### config.mk
export PLATFORM = sky130hd
export DESIGN_NAME = blk_xfer_ctrl
export DESIGN_NICKNAME = d
export VERILOG_FILES = /design/src/rtl/blk_xfer_pkg.sv /design/src/rtl/blk_xfer_regs.sv /design/src/rtl/blk_xfer_fsm.sv /design/src/rtl/blk_xfer_ctrl.sv
export SDC_FILE = /design/constraint.sdc
export NUM_CORES = 1
export LEC_CHECK = 0
export ABC_AREA = 1
export BUFFER_PORTS_ARGS = -buffer_cell sky130_fd_sc_hd__buf_2
export CORE_MARGIN = 3
export CORE_UTILIZATION = 50
export CTS_CLUSTER_SIZE = 16
export DETAILED_ROUTE_END_ITERATION = 10
export HOLD_SLACK_MARGIN = 0.15
export PLACE_DENSITY = 0.7
export SYNTH_ARGS = -nofsm -noshare
export SYNTH_HDL_FRONTEND = slang
export SYNTH_SLANG_ARGS = --single-unit
### constraint.sdc
create_clock -name clk -period 1.8 [get_ports clk]
set_input_delay 0.27 -clock clk [delete_from_list [all_inputs] [get_ports clk]]
set_output_delay 0.27 -clock clk [all_outputs]
set_load 0.02 [all_outputs]
### src/rtl/blk_xfer_pkg.sv
package blk_xfer_pkg;
    typedef enum logic [1:0] {
        ST_IDLE = 2'd0,
        ST_WAIT = 2'd1,
        ST_BREQ = 2'd2,
        ST_XFER = 2'd3
    } xfer_state_t;

    localparam logic [1:0] SEL_ADDR  = 2'd0;
    localparam logic [1:0] SEL_COUNT = 2'd1;
    localparam logic [1:0] SEL_CTRL  = 2'd2;
    localparam logic [1:0] SEL_CLR   = 2'd3;

    localparam int CTRL_DIR_BIT   = 0;
    localparam int CTRL_BURST_BIT = 1;
    localparam int CTRL_GO_BIT    = 2;
endpackage

### src/rtl/blk_xfer_regs.sv
module blk_xfer_regs
    import blk_xfer_pkg::*;
#(
    parameter int AW = 16,
    parameter int CW = 12
) (
    input  logic          clk,
    input  logic          rst_n,
    input  logic          cfg_we,
    input  logic [1:0]    cfg_sel,
    input  logic [AW-1:0] cfg_wdata,
    input  logic          busy,
    input  logic          step,
    output logic [AW-1:0] addr_q,
    output logic          dir_to_mem,
    output logic          burst_mode,
    output logic          go,
    output logic          clr_irq,
    output logic          cnt_zero,
    output logic          cnt_last
);
    logic [CW-1:0] cnt_q;
    logic          wr_open;

    assign wr_open  = cfg_we && !busy;
    assign go       = wr_open && (cfg_sel == SEL_CTRL) && cfg_wdata[CTRL_GO_BIT];
    assign clr_irq  = cfg_we && (cfg_sel == SEL_CLR);
    assign cnt_zero = (cnt_q == '0);
    assign cnt_last = (cnt_q == CW'(1));

    always_ff @(posedge clk or negedge rst_n) begin
        if (!rst_n) begin
            addr_q     <= '0;
            cnt_q      <= '0;
            dir_to_mem <= 1'b0;
            burst_mode <= 1'b0;
        end else if (step) begin
            addr_q <= addr_q + AW'(1);
            cnt_q  <= cnt_q - CW'(1);
        end else if (wr_open) begin
            unique case (cfg_sel)
                SEL_ADDR:  addr_q <= cfg_wdata;
                SEL_COUNT: cnt_q  <= cfg_wdata[CW-1:0];
                SEL_CTRL: begin
                    dir_to_mem <= cfg_wdata[CTRL_DIR_BIT];
                    burst_mode <= cfg_wdata[CTRL_BURST_BIT];
                end
                SEL_CLR:   ;
            endcase
        end
    end

    AST_HOLD_WHEN_BUSY: assert property (@(posedge clk) disable iff (!rst_n)
        (busy && !step) |=> ($stable(addr_q) && $stable(cnt_q)));
    AST_STEP_COUNTS: assert property (@(posedge clk) disable iff (!rst_n)
        step |=> ((cnt_q == $past(cnt_q) - CW'(1)) && (addr_q == $past(addr_q) + AW'(1))));
    AST_MODE_FROZEN: assert property (@(posedge clk) disable iff (!rst_n)
        busy |=> ($stable(dir_to_mem) && $stable(burst_mode)));
endmodule

### src/rtl/blk_xfer_fsm.sv
module blk_xfer_fsm
    import blk_xfer_pkg::*;
(
    input  logic clk,
    input  logic rst_n,
    input  logic go,
    input  logic clr_irq,
    input  logic cnt_zero,
    input  logic cnt_last,
    input  logic burst_mode,
    input  logic dir_to_mem,
    input  logic dev_req,
    input  logic bus_grant,
    output logic busy,
    output logic step,
    output logic bus_req,
    output logic dev_ack,
    output logic mem_en,
    output logic mem_we,
    output logic eot_irq
);
    xfer_state_t state_q, state_d;
    logic        set_irq;

    always_comb begin
        state_d = state_q;
        set_irq = 1'b0;
        unique case (state_q)
            ST_IDLE: begin
                if (go) begin
                    if (cnt_zero) set_irq = 1'b1;
                    else          state_d = ST_WAIT;
                end
            end
            ST_WAIT: if (dev_req)   state_d = ST_BREQ;
            ST_BREQ: if (bus_grant) state_d = ST_XFER;
            ST_XFER: begin
                if (cnt_last) begin
                    state_d = ST_IDLE;
                    set_irq = 1'b1;
                end else if (burst_mode && dev_req) begin
                    state_d = ST_XFER;
                end else begin
                    state_d = ST_WAIT;
                end
            end
        endcase
    end

    always_ff @(posedge clk or negedge rst_n) begin
        if (!rst_n) begin
            state_q <= ST_IDLE;
            eot_irq <= 1'b0;
        end else begin
            state_q <= state_d;
            if (set_irq)      eot_irq <= 1'b1;
            else if (clr_irq) eot_irq <= 1'b0;
        end
    end

    always_comb begin
        busy    = 1'b1;
        step    = 1'b0;
        bus_req = 1'b0;
        dev_ack = 1'b0;
        mem_en  = 1'b0;
        mem_we  = 1'b0;
        unique case (state_q)
            ST_IDLE: busy = 1'b0;
            ST_WAIT: ;
            ST_BREQ: bus_req = 1'b1;
            ST_XFER: begin
                bus_req = 1'b1;
                dev_ack = 1'b1;
                mem_en  = 1'b1;
                mem_we  = dir_to_mem;
                step    = 1'b1;
            end
        endcase
    end

    AST_ACK_NEEDS_GRANT: assert property (@(posedge clk) disable iff (!rst_n)
        (dev_ack || mem_en) |-> bus_grant);
    AST_BR_AFTER_REQ: assert property (@(posedge clk) disable iff (!rst_n)
        $rose(bus_req) |-> $past(dev_req));
    AST_BURST_STREAM: assert property (@(posedge clk) disable iff (!rst_n)
        (mem_en && burst_mode && dev_req && !cnt_last) |=> (mem_en && bus_req));
    AST_STEAL_RELEASE: assert property (@(posedge clk) disable iff (!rst_n)
        (mem_en && !burst_mode) |=> !bus_req);
    AST_BURST_PAUSE: assert property (@(posedge clk) disable iff (!rst_n)
        (mem_en && burst_mode && !dev_req && !cnt_last) |=> !bus_req);
    AST_IRQ_HOLD: assert property (@(posedge clk) disable iff (!rst_n)
        (eot_irq && !clr_irq) |=> eot_irq);
    AST_LAST_TO_IDLE: assert property (@(posedge clk) disable iff (!rst_n)
        (mem_en && cnt_last) |=> (!busy && eot_irq));
    AST_ZERO_GO: assert property (@(posedge clk) disable iff (!rst_n)
        (go && cnt_zero && !busy) |=> (!busy && eot_irq));
endmodule

### src/rtl/blk_xfer_ctrl.sv
module blk_xfer_ctrl
    import blk_xfer_pkg::*;
#(
    parameter int AW = 16,
    parameter int CW = 12
) (
    input  logic          clk,
    input  logic          rst_n,
    input  logic          cfg_we,
    input  logic [1:0]    cfg_sel,
    input  logic [AW-1:0] cfg_wdata,
    input  logic          dev_req,
    output logic          dev_ack,
    output logic          bus_req,
    input  logic          bus_grant,
    output logic [AW-1:0] mem_addr,
    output logic          mem_en,
    output logic          mem_we,
    output logic          busy,
    output logic          eot_irq
);
    logic step, go, clr_irq, cnt_zero, cnt_last, dir_to_mem, burst_mode;

    blk_xfer_regs #(.AW(AW), .CW(CW)) u_regs (
        .clk        (clk),
        .rst_n      (rst_n),
        .cfg_we     (cfg_we),
        .cfg_sel    (cfg_sel),
        .cfg_wdata  (cfg_wdata),
        .busy       (busy),
        .step       (step),
        .addr_q     (mem_addr),
        .dir_to_mem (dir_to_mem),
        .burst_mode (burst_mode),
        .go         (go),
        .clr_irq    (clr_irq),
        .cnt_zero   (cnt_zero),
        .cnt_last   (cnt_last)
    );

    blk_xfer_fsm u_fsm (
        .clk        (clk),
        .rst_n      (rst_n),
        .go         (go),
        .clr_irq    (clr_irq),
        .cnt_zero   (cnt_zero),
        .cnt_last   (cnt_last),
        .burst_mode (burst_mode),
        .dir_to_mem (dir_to_mem),
        .dev_req    (dev_req),
        .bus_grant  (bus_grant),
        .busy       (busy),
        .step       (step),
        .bus_req    (bus_req),
        .dev_ack    (dev_ack),
        .mem_en     (mem_en),
        .mem_we     (mem_we),
        .eot_irq    (eot_irq)
    );
endmodule

# Word level (Yosys, flattened, before mapping)
# Cells that the tools add are included.
op_classes:
  addsub: 2
  n_eq_ne: 11
  n_mux: 23
  bitwise: 1
  n_reduce_logical: 17
op_table:
  columns: ["cell", "n"]
  rows:
  - ["$mux W16", 3]
  - ["$mux W12", 3]
  - ["$add A16 B1 Y16 const B", 1]
  - ["$eq A12 B1 Y1 const B", 1]
  - ["$logic_not A12 Y1", 1]
  - ["$mux W2", 6]
  - ["$sub A12 B1 Y12 const B", 1]
  - ["$mux W1", 9]
  - ["$eq A2 B2 Y1 const B", 4]
  - ["$ne A2 B2 Y1 const B", 4]
  - ["$pmux W2 S4", 1]
  - ["$reduce_bool A2 Y1", 4]
  - ["$logic_and A1 B1 Y1", 5]
  - ["$eq A2 B1 Y1 const B", 2]
  - ["$logic_not A2 Y1", 2]
  - ["$reduce_and A2 Y1", 2]
  - ["$reduce_and A4 Y1", 1]
  - ["$reduce_and A3 Y1", 1]
  - ["$pmux W1 S2", 1]
  - ["$reduce_or A2 Y1", 1]
  - ["$not A1 Y1", 1]
word_totals:
  reg_bits: 33
  inputBits: 23
  output_inout_bits: 22
  word_cells: 60

# Depth between registers and ports, before layout
depth:
  ltp_word: 7
  ltp_mapped: 11

# Modules after synthesis
# Synthesis repeated with hierarchy kept, for this count alone.
unflattened:
  hier_cells: 353
  area_unflattened_um2: 2457.4
modules_own_cells:
  columns: ["module", "n_inst", "cells_per_inst", "area_each_um2", "seq_area_each_um2"]
  rows:
  - ["blk_xfer_regs", 1, 310, 2148.3, 750.7]
  - ["blk_xfer_fsm", 1, 43, 309.0, 75.1]

# Worst setup path before layout
# Ideal clock, no wire load.
synth_timing:
  path_type: "register to output"
  from: "register u_fsm.state_q[0]"
  to: "output port bus_req"
  arrival_ns: 1.502
  required_time_ns: 1.530
  slack_ns: 0.028
  stages_incl_launch_ff: 7
  path_cell_list: "dfrtp_1 ha_1 clkbuf_8 inv_2 buf_4 buf_2 nand2_1"
synth_via:
  elab_chain_len: 3
  word_cells_on_any_way: 4
synth_rtl:
  columns: ["element", "line", "text"]
  rows:
  - ["from (decl)", "blk_xfer_fsm.sv:22", "xfer_state_t state_q, state_d;"]
  - ["from (signal assigned)", "blk_xfer_fsm.sv:55", "state_q <= state_d;"]
  - ["$eq A2 B2 Y1", "blk_xfer_fsm.sv:68", "unique case (state_q)"]
  - ["$reduce_or A2 Y1 (no line) (*)", null, null]
  - ["$mux W1 (*)", "blk_xfer_fsm.sv:68", null]
  - ["to (decl)", "blk_xfer_ctrl.sv:14", "output logic bus_req,"]
# Every way passes the cells marked *; elsewhere a longest branch is shown, timed or not.

# Worst setup path in the final report
# Same ends and word-level chain as after synthesis.

==> metrics.txt <==
Max clock buf depth 2; DR iter-0 viols around 150; Num CTS Buffers 5; first-pass iteration count of the detailed router 5; clk sink count 33; max frequency 577.6 MHz; Leak Pwr approximately 1.5 nW; Max-slew headroom between 70% and 80%; Req. time, crit path roughly 1500 ps; worst-path maximum fanout 8; num rows 24; # DRC 0; count of final setup violators 0; Gate Count Post-Synth between 300 and 400; vias about 2,400; clk slew on worst S/H paths roughly 70 ps; die height between 70 and 80 microns; asr flop ratio synth 100.0%; nets 440; Post-synth EDFFs 0; count of final max-slew check failures 0; CP Buf/Inv Count 3; largest net degree at the start of global routing 34; n_diodes 0; number of global-route vias before repair 2,170; Initial Util between 50% and 60%; CP top delay family flip-flops; Worst path slowest cell dfrtp_2; Area Growth Syn to Fin 20.27%; Top FF cell, synth dfrtp_1; I/O Pins 45; clock insertion delay at the later pin of the skew report just under 300 ps; vias per cell 5.304; Commonest cells post-synth nand2_1 (94), nor2_1 (46), inv_1 (45); critical path startpoint category register; Port Buffers 44; Routability Congestion around 0.86; die area ~5700 sq um; mapped cell area roughly 2400 sq um; global-route wire length before repair about 11,000 microns; Routed WL 6494 microns; status finished clean; slowest cell delay on critical path around 440 ps; root buf cell clkbuf_8; GRT overflow 0; max-cap violations 0; Slew @ Worst Pin ~320 ps; pwr/cell area about 1700 nW/um^2; CP arrival 1460 ps; die width 75.39 microns; syn_nets 379; Yosys reg bits 33; CTS HTree Levels 2; Antenna Nets Post-Route 0; sequential share of the synthesized area between 30% and 40%; Hold Vio Cnt, Final 0; CP Capture Type primary output; final design utilization between 60% and 70%; Synth area leader dfrtp_1; warnings from Yosys 0; syn avg cell area about 6.9 sq um; Fin Clk Skew 6.731 ps; worst setup path category reg2out; maximum vdd drop 0.8404 mV; setup TNS 0 ps; RSZ-0062 raised after global routing no; period utilization between 90% and 100%; Yosys cell types 31; Final HPWL DP 4771 microns; GRT Total Usage between 20% and 30%; core area 4504 sq um; initial antenna violation count 0; Avg WL per Cell about 14 microns; CTS tree yes; Synth top area share about a third; Tmin final 1731 ps; crit path cell chain ha_2, inv_4, buf_6, nand2_1, buf_2; Hold Crit Class in2reg; Area contributors post-synth dfrtp_1 (34%), nand2_1 (15%), nor2_1 (7.2%), inv_1 (7.0%), nand3_1 (6.2%); share of layout cells above drive strength 1 20.54%; count leader, synth nand2_1
power by group:
part	total (mW)	internal [mW]	switching, mW
logic	2.77	1.04	1.73
clock network	0.737	0.452	0.285
registers	1.48	1.08	0.400
tightest hold or removal path, delay by kind of cell:
family | cells | cell delay, ps
compound gates | 1 | 60
buf+inv | 1 | 90
simple gates | 1 | 70
sequential cells by signal, summed over array words and instances (netlist names):
name	cells
u_regs.dir_to_mem	1
u_fsm.eot_irq	1
u_regs.burst_mode	1
u_regs.addr_q	16
u_regs.cnt_q	12
u_fsm.state_q	2
cells in the final DEF (no fill, tap or decap):
cell | Yosys | routed
ha_1 | 9 | 8
buf_2 | 1 | 44
a21oi_1 | 10 | 10
ha_2 | 0 | 1
inv_6 | 1 | 1
xnor2_1 | 1 | 1
nand3b_1 | 4 | 4
a31oi_1 | 2 | 2
dfrtp_1 | 33 | 32
nor3_2 | 1 | 1
bufinv_16 | 0 | 1
o221ai_1 | 3 | 3
dlygate4sd3_1 | 0 | 1
nor2_1 | 46 | 46
buf_8 | 1 | 1
dfrtp_2 | 0 | 1
inv_2 | 1 | 2
inv_4 | 1 | 2
o221ai_2 | 1 | 1
o21ai_0 | 22 | 22
nor3_4 | 1 | 1
nor3_1 | 4 | 4
buf_6 | 1 | 1
nand2_1 | 94 | 94
nor2_4 | 2 | 2
buf_12 | 0 | 1
inv_1 | 45 | 43
nand2_2 | 2 | 2
nand4_1 | 10 | 10
o22ai_1 | 4 | 4
nand3_1 | 30 | 30
o211ai_1 | 8 | 8
clkbuf_8 | 2 | 6
clkbuf_1 | 0 | 1
nand2_8 | 1 | 1
buf_4 | 4 | 15
o21bai_1 | 2 | 2
layer usage:
layer / up-vias / track usage [%] / share of wire (%)
met3: 12 / 5.145 / 5.9
met5: - / 0 / 0
met2: 76 / 34.52 / 44
met4: 0 / 8.738 / 2.2
met1: 1103 / 36.06 / 48
li1: 1254 / - / -
kinds of logic after synthesis:
kind of cell	Yosys count	share of synthesized area, %
compound gates	52	13.05
xor+xnor	1	0.3639
fa+ha+maj	9	4.678
buf+inv	57	11.49
flops	33	34.30
simple gates	195	36.12
worst paths after layout:
| check | start | endpoint | slack (ps) | cells past startpoint |
|---|---|---|---|---|
| worst max-delay path | u_fsm.state_q[0] | bus_req | 70 | 5 |
| worst min-delay path | cfg_wdata[1] | u_regs.cnt_q[1] | 250 | 3 |
| worst max register to register | u_fsm.state_q[0] | u_regs.addr_q[4] | 110 | 8 |
| worst min register to register | u_fsm.eot_irq | u_fsm.eot_irq | 490 | 2 |
| max in group asynchronous | rst_n | u_fsm.state_q[0] | 1130 | 3 |
| min in group asynchronous | rst_n | u_regs.cnt_q[10] | 480 | 3 |
layout make-up:
cell class	count	area, sq um
clock inverters	1	30.03
inverters	48	190.2
clock buffers	7	86.33
fillers	416	1609
multi-input cells	257	1308
well taps	52	65.06
repair buffers	63	389.1
flip-flops and latches	33	827.0
through the flow:
stage | worst slack (ps) | cell area (sq um) | instances | hold slack, ps | total power, mW
2_1_floorplan | 28.00 | 2407 | 347 | -25.59 | 3.396
3_3_place_gp | 153.7 | 2691 | 444 | 245.7 | 4.059
6_report | 68.65 | 2895 | 461 | 249.5 | 4.990
5_1_grt | 2.094 | 2895 | 461 | 285.8 | 5.443
3_5_place_dp | 86.67 | 2691 | 444 | 244.6 | 4.104
4_1_cts | 5.192 | 2830 | 453 | 246.6 | 4.889
timing repair:
item,CTS,global route
resized for setup,4,4
hold buffers,1,0
endpoints found under the setup margin,2,13
buffers inserted,0,8
pin swaps,0,1
hold endpoints to repair,33,0
(Power assumes the default switching activity.)
